$ cat src/rtl/uart_rxr_pkg.sv
package uart_rxr_pkg;
  localparam int BYTE_W = 8;
  localparam int CTRL_W = 6;
  localparam int CB_RX_FLUSH = 0;
  localparam int CB_TX_FLUSH = 1;
  localparam int CB_RX_ON = 2;
  localparam int CB_RX_OFF = 3;
  localparam int CB_TX_ON = 4;
  localparam int CB_BRK_STOP = 5;
  localparam logic [CTRL_W-1:0] CTRL_RESET = 6'h34;

  typedef enum logic [1:0] {
    MODE_NORMAL = 2'd0,
    MODE_ECHO   = 2'd1,
    MODE_LOCAL  = 2'd2,
    MODE_REMOTE = 2'd3
  } chanMode_t;

  typedef struct packed {
    logic              push;
    logic [BYTE_W-1:0] pushData;
    logic              pop;
    logic              rdReq;
    logic              flush;
  } rxStrobe_t;
endpackage

$ cat src/rtl/uart_rxr_ctrl.sv
module uart_rxr_ctrl
  import uart_rxr_pkg::*;
#(
  parameter int TICK_W = 16
) (
  input  logic              clk,
  input  logic              rstN,
  input  logic [1:0]        chanMode,
  input  logic              serValid,
  input  logic [BYTE_W-1:0] serByte,
  input  logic              serBreak,
  input  logic              cpuWrValid,
  input  logic [BYTE_W-1:0] cpuWrData,
  input  logic              cpuRdValid,
  input  logic              ctrlWe,
  input  logic [CTRL_W-1:0] ctrlWdata,
  input  logic [TICK_W-1:0] charTicks,
  input  logic              pushAccepted,
  output rxStrobe_t         strobe,
  output logic [CTRL_W-1:0] ctrlQ,
  output logic              txPushValid,
  output logic [BYTE_W-1:0] txPushData,
  output logic              txFlush,
  output logic              timeoutEvent
);
  localparam int TMO_W = TICK_W + 2;

  chanMode_t   mode;
  logic        rxOpen, serToRx, serToTx, cpuToRx, cpuToTx;
  logic [TMO_W-1:0] tmoCnt;

  always_comb begin
    mode    = chanMode_t'(chanMode);
    rxOpen  = ctrlQ[CB_RX_ON] & ~ctrlQ[CB_RX_OFF];
    serToRx = serValid & ((mode == MODE_NORMAL) | (mode == MODE_ECHO));
    serToTx = serValid & ((mode == MODE_ECHO) | (mode == MODE_REMOTE));
    cpuToRx = cpuWrValid & (mode == MODE_LOCAL);
    cpuToTx = cpuWrValid & (mode == MODE_NORMAL);
    strobe.push     = rxOpen & (serToRx | cpuToRx | serBreak);
    strobe.pushData = serToRx ? serByte : (cpuToRx ? cpuWrData : '0);
    strobe.pop      = rxOpen & cpuRdValid;
    strobe.rdReq    = cpuRdValid;
    strobe.flush    = ctrlWe & ctrlWdata[CB_RX_FLUSH];
  end

  always_ff @(posedge clk) begin
    if (!rstN) begin
      ctrlQ        <= CTRL_RESET;
      txPushValid  <= 1'b0;
      txPushData   <= '0;
      txFlush      <= 1'b0;
      tmoCnt       <= '0;
      timeoutEvent <= 1'b0;
    end else begin
      if (ctrlWe) ctrlQ <= {ctrlWdata[CTRL_W-1:2], 2'b00};
      txFlush     <= ctrlWe & ctrlWdata[CB_TX_FLUSH];
      txPushValid <= serToTx | cpuToTx;
      txPushData  <= serToTx ? serByte : cpuWrData;
      if (pushAccepted) tmoCnt <= {charTicks, 2'b00};
      else if (tmoCnt != '0) tmoCnt <= tmoCnt - TMO_W'(1);
      timeoutEvent <= !pushAccepted && (tmoCnt == TMO_W'(1));
    end
  end

  // the timeout pulse lasts a single cycle
  a_r9_timeout_pulse: assert property (@(posedge clk) disable iff (!rstN)
    timeoutEvent |=> !timeoutEvent);
  // the pulse only follows the last count of the window
  a_r9_timeout_window: assert property (@(posedge clk) disable iff (!rstN)
    $rose(timeoutEvent) |-> (tmoCnt == '0));
endmodule

$ cat src/rtl/uart_rxr_datapath.sv
module uart_rxr_datapath
  import uart_rxr_pkg::*;
#(
  parameter int DEPTH = 64,
  localparam int PTR_W = $clog2(DEPTH),
  localparam int CNT_W = PTR_W + 1
) (
  input  logic              clk,
  input  logic              rstN,
  input  rxStrobe_t         strobe,
  output logic              pushAccepted,
  output logic [BYTE_W-1:0] rdData,
  output logic [CNT_W-1:0]  rxCount,
  output logic              rxEmpty,
  output logic              rxFull,
  output logic              ovfEvent
);
  logic [BYTE_W-1:0] mem [DEPTH];
  logic [PTR_W-1:0]  wrPtr, rdPtr;
  logic              popOk;

  function automatic logic [PTR_W-1:0] nextPtr(input logic [PTR_W-1:0] p);
    return (p == PTR_W'(DEPTH - 1)) ? '0 : p + PTR_W'(1);
  endfunction

  always_comb begin
    rxFull       = (rxCount == CNT_W'(DEPTH));
    rxEmpty      = (rxCount == '0);
    pushAccepted = strobe.push & ~rxFull & ~strobe.flush;
    popOk        = strobe.pop & ~rxEmpty;
  end

  always_ff @(posedge clk) begin
    if (pushAccepted) mem[wrPtr] <= strobe.pushData;
  end

  always_ff @(posedge clk) begin
    if (!rstN) begin
      wrPtr    <= '0;
      rdPtr    <= '0;
      rxCount  <= '0;
      rdData   <= '0;
      ovfEvent <= 1'b0;
    end else begin
      ovfEvent <= strobe.push & rxFull & ~strobe.flush;
      if (strobe.rdReq) rdData <= popOk ? mem[rdPtr] : '0;
      if (strobe.flush) begin
        wrPtr   <= '0;
        rdPtr   <= '0;
        rxCount <= '0;
      end else begin
        if (pushAccepted) wrPtr <= nextPtr(wrPtr);
        if (popOk) rdPtr <= nextPtr(rdPtr);
        rxCount <= rxCount + CNT_W'(pushAccepted) - CNT_W'(popOk);
      end
    end
  end

  // occupancy never goes past the depth
  a_r6_no_overflow: assert property (@(posedge clk) disable iff (!rstN)
    rxCount <= CNT_W'(DEPTH));
  // an overflow pulse is only seen after a full cycle
  a_r6_ovf_when_full: assert property (@(posedge clk) disable iff (!rstN)
    ovfEvent |-> $past(rxFull));
  // a read of an empty FIFO yields zero
  a_r5_empty_zero: assert property (@(posedge clk) disable iff (!rstN)
    (strobe.rdReq && rxEmpty) |=> (rdData == '0));
  // a receive flush leaves the FIFO empty
  a_r8_flush_empty: assert property (@(posedge clk) disable iff (!rstN)
    strobe.flush |=> rxEmpty);
endmodule

$ cat src/rtl/uart_rx_route_fifo.sv
module uart_rx_route_fifo
  import uart_rxr_pkg::*;
#(
  parameter int DEPTH = 64,
  parameter int TICK_W = 16,
  localparam int CNT_W = $clog2(DEPTH) + 1
) (
  input  logic              clk,
  input  logic              rstN,
  input  logic [1:0]        chanMode,
  input  logic              serValid,
  input  logic [7:0]        serByte,
  input  logic              serBreak,
  input  logic              cpuWrValid,
  input  logic [7:0]        cpuWrData,
  input  logic              cpuRdValid,
  input  logic              ctrlWe,
  input  logic [5:0]        ctrlWdata,
  input  logic [TICK_W-1:0] charTicks,
  output logic [5:0]        ctrlQ,
  output logic              txPushValid,
  output logic [7:0]        txPushData,
  output logic              txFlush,
  output logic [7:0]        rdData,
  output logic [CNT_W-1:0]  rxCount,
  output logic              rxEmpty,
  output logic              rxFull,
  output logic              ovfEvent,
  output logic              timeoutEvent
);
  rxStrobe_t strobe;
  logic      pushAccepted;

  uart_rxr_ctrl #(.TICK_W(TICK_W)) ctrl_i (
    .clk(clk), .rstN(rstN), .chanMode(chanMode),
    .serValid(serValid), .serByte(serByte), .serBreak(serBreak),
    .cpuWrValid(cpuWrValid), .cpuWrData(cpuWrData), .cpuRdValid(cpuRdValid),
    .ctrlWe(ctrlWe), .ctrlWdata(ctrlWdata), .charTicks(charTicks),
    .pushAccepted(pushAccepted), .strobe(strobe), .ctrlQ(ctrlQ),
    .txPushValid(txPushValid), .txPushData(txPushData), .txFlush(txFlush),
    .timeoutEvent(timeoutEvent)
  );

  uart_rxr_datapath #(.DEPTH(DEPTH)) dp_i (
    .clk(clk), .rstN(rstN), .strobe(strobe), .pushAccepted(pushAccepted),
    .rdData(rdData), .rxCount(rxCount), .rxEmpty(rxEmpty), .rxFull(rxFull),
    .ovfEvent(ovfEvent)
  );

  // while the receiver is closed the occupancy does not move
  a_r7_closed_frozen: assert property (@(posedge clk) disable iff (!rstN)
    ((!ctrlQ[CB_RX_ON] || ctrlQ[CB_RX_OFF]) && !(ctrlWe && ctrlWdata[CB_RX_FLUSH]))
      |=> $stable(rxCount));
endmodule

$ cat config.mk
export PLATFORM = sky130hd
export DESIGN_NAME = uart_rx_route_fifo
export DESIGN_NICKNAME = d
export VERILOG_FILES = /design/src/rtl/uart_rxr_pkg.sv /design/src/rtl/uart_rxr_ctrl.sv /design/src/rtl/uart_rxr_datapath.sv /design/src/rtl/uart_rx_route_fifo.sv
export SDC_FILE = /design/constraint.sdc
export NUM_CORES = 1
export LEC_CHECK = 0
export BUFFER_PORTS_ARGS = -buffer_cell sky130_fd_sc_hd__buf_4
export CAP_MARGIN = 10
export CORE_AREA = 5 5 247 249
export DETAILED_ROUTE_END_ITERATION = 10
export DIE_AREA = 0 0 252 254
export GPL_TIMING_DRIVEN = 0
export MAX_ROUTING_LAYER = met4
export SLEW_MARGIN = 30
export SYNTH_ARGS = -nofsm -noshare
export SYNTH_HDL_FRONTEND = slang
export SYNTH_SLANG_ARGS = --single-unit
$ cat constraint.sdc
create_clock -name clk -period 6.7 [get_ports clk]
set_input_delay 0.335 -clock clk [delete_from_list [all_inputs] [get_ports clk]]
set_output_delay 0.335 -clock clk [all_outputs]
set_load 0.02 [all_outputs]
==> impl_metrics.yaml <==
outcome:
  status: "finished clean"
global_routing:
  track_usage_pct: 20.4
  grt_pass1_wl_um: 92100
  grt_max_degree: 65
  gr-total-overflow: 0
  first_global_vias: 13300
  antenna_found_initial: 2
sta:
  tightest_slew_ns: 0.978
  rsz0062_at_grt: "no"
  slew_headroom_pct: 34.5
  timing.hold.ws_ns: 0.0383
  slew_violations: 0
  fmax_mhz: 259
  finalHoldViolCount: 0
  setup_violations: 0
  clock_skew_ns: 0.0319
  period_minus_slack_ns: 3.86
  period_share_pct: 57.6
  tns_ns: 0
final_layout:
  fin_nets: 1566
  drive_gt1_share_pct: 23.1
  finalInstanceArea_mm2: 0.0272
  syn_to_final_growth_pct: 16.9
  fillCellCount: 5034
place:
  placed_cell_area_mm2: 0.0249
  io_buffers: 76
  gp_routability_congestion: 0.943
  hpwlAfterDp_um: 41500
yosys:
  ys.warnings.count: 0
  synth_cells: 1332
  synthFlopType: "edfxtp_1"
  synth_edf_count: 512
  async_reset_ff_share_pct: 0
  ys_seq_elements: 579
  yosys-top-cells-area: "edfxtp_1 66%, mux4_2 11%, dfxtp_1 5.8%"
  netlist_area_mm2: 0.0232
  synth.most_common_cell: "edfxtp_1"
  synth_top_area_share_pct: 66.2
  synth_area_per_cell_um2: 17.4
  synth_commonest_cells: "512 x edfxtp_1, 111 x mux4_2, 96 x nor2_1, 86 x nand2_1, 67 x dfxtp_1"
  yosysUniqueCellTypes: 73
  seq_area_frac_synth_pct: 72.0
  synth_top_area_cell: "edfxtp_1"
floorplanning:
  die_w_um: 252
  rows: 89
  io_pins: 82
  die_y_um: 254
  core_area_mm2: 0.0585
  start_util_pct: 39.7
  dieArea_mm2: 0.0640
worst_setup_path:
  reg2reg_slack_ns: 2.96
  criticalPathCategory: "primary input to register"
  critPathLaunchType: "primary input"
  crit_top_cell: "buf_2"
  crit_chain: "dlygate4sd3_1, buf_4, and3b_1, buf_2, o311ai_1, nand2b_1, inv_1, buf_2, nand4b_1, nor2_1"
  end_kind: "register"
  cp.arrival_ns: 4.08
  crit_fanout: 10
  cpPeakStageDelay_ns: 1.06
  path_delay_family: "simple AND/OR/NAND/NOR gates"
  slowest_stage: "nor2_1"
  crit_buf_inv: 5
  cp.required_ns: 6.92
route:
  first_pass_iters: 5
  drc_errors: 0
  drt_iter0_drc: 1432
  viasPerCell: 5.64
  drt.antenna.violating_nets: 0
  vias: 13100
  drt_wl_total_um: 63700
  wl_per_cell_um: 27.4
clocking:
  cts_made_buffers: 59
  cts_resized: 0
  postCtsSetupRepairBufs: 0
  worstSkewPairLatency_ns: 0.63
  cts_buffer_depth: 3
  clkTransAtPathRegs_ns: 0.06
  clkSinkCount: 579
  cts_tree: "done"
  htreeDepth: 2
  clockRootBuffer: "clkbuf_16"
job:
  maxCapViolations: 0
worst_hold_path:
  worstHoldPathType: "primary input to register"
power:
  powerDensity_mw_per_mm2: 311
  irDropWorstVdd_mv: 0.253
  leakagePower_uw: 0.00844
## logic make-up (layout without fill, tap and decap cells)
logic type               after synthesis  after routing  synth area share (%)
buffers and inverters                 99            319                  2.21
AND/OR/NAND/NOR                      291            291                  6.07
flip-flops                           579            579                  72.0
other                                  1              5                0.0161
multiplexers                         171            171                  13.4
XOR/XNOR                              24             24                 0.905
adder cells (fa/ha/maj)               14             14                 0.786
AO/OA/AOI/OAI                        153            153                  4.62
## path summary, 6_finish.rpt
path	cells after the start	startpoint	to
max	10	chanMode[1]	dp_i.mem[54][1]
min	3	serByte[6]	ctrl_i.txPushData[6]
max reg2reg	9	dp_i.rxCount[5]	dp_i.mem[54][1]
min reg2reg	2	ctrl_i.ctrlQ[4]	ctrl_i.ctrlQ[4]
## sequential cells by signal (all words and copies together), names as in the netlist, named ones only
name,cells
ctrl_i.txPushValid,1
ctrl_i.tmoCnt,18
dp_i.rxCount,7
ctrl_i.ctrlQ,4
dp_i.rdData,8
dp_i.ovfEvent,1
dp_i.rdPtr,6
dp_i.wrPtr,6
dp_i.mem,512
ctrl_i.txFlush,1
ctrl_i.txPushData,8
ctrl_i.timeoutEvent,1
## metrics by stage
step | util [%] | setup slack [ns] | cells | total power (uW)
4_1_cts | 46.4 | 2.88 | 2326 | 8500
3_5_place_dp | 42.7 | 2.66 | 2186 | 5290
5_1_grt | 46.5 | 2.72 | 2328 | 8750
2_1_floorplan | - | 3.70 | 1333 | 4870
6_report | 46.5 | 2.84 | 2329 | 8450
3_3_place_gp | 42.4 | 2.89 | 2182 | 5270
## cell type report
cell class	instances	area, um^2	share of cell area, %
flip-flops and latches	579	16700	61.5
multi-input cells	655	6070	22.4
clock buffers	92	1720	6.34
repair buffers	111	983	3.62
well taps	773	967	3.56
plain buffers	79	440	1.62
clock inverters	17	174	0.640
inverters	20	75.1	0.276
diodes	3	7.51	0.0276
## what timing repair did
action / 4_1_cts / 5_1_grt
endpoints found under the hold margin: 28 / 0
hold buffers: 31 / 0
endpoints found under the setup margin: 0 / 0
## cells in the final DEF, fill, tap and decap left out, drive strengths merged, types with 26 or more instances in the layout
cell type	instances
a21oi	28
buf	132
clkbuf	119
dfxtp	67
dlygate4sd3	31
edfxtp	512
mux2i	45
mux4	111
nand2	86
nand3	29
nor2	97
o21ai	26
## layer usage
metal | global-route usage [%] | vias up | share of wire, %
met5 | - | - | 0
met2 | 32.0 | 605 | 47
li1 | - | 5631 | -
met4 | 5.89 | 0 | 2.9
met3 | 3.50 | 99 | 7.7
met1 | 27.7 | 6801 | 42
## tightest hold or removal path, stage by stage
cell and delay, ns:
buf_4 0.12, nand3_1 0.07, a21boi_0 0.07
## report_power, final
group	internal, uW	switching, uW	total, uW
clock	1870	1360	3230
sequential	4000	62.9	4070
combinational	478	674	1150
Note: power is estimated with default switching activity, not from simulation.
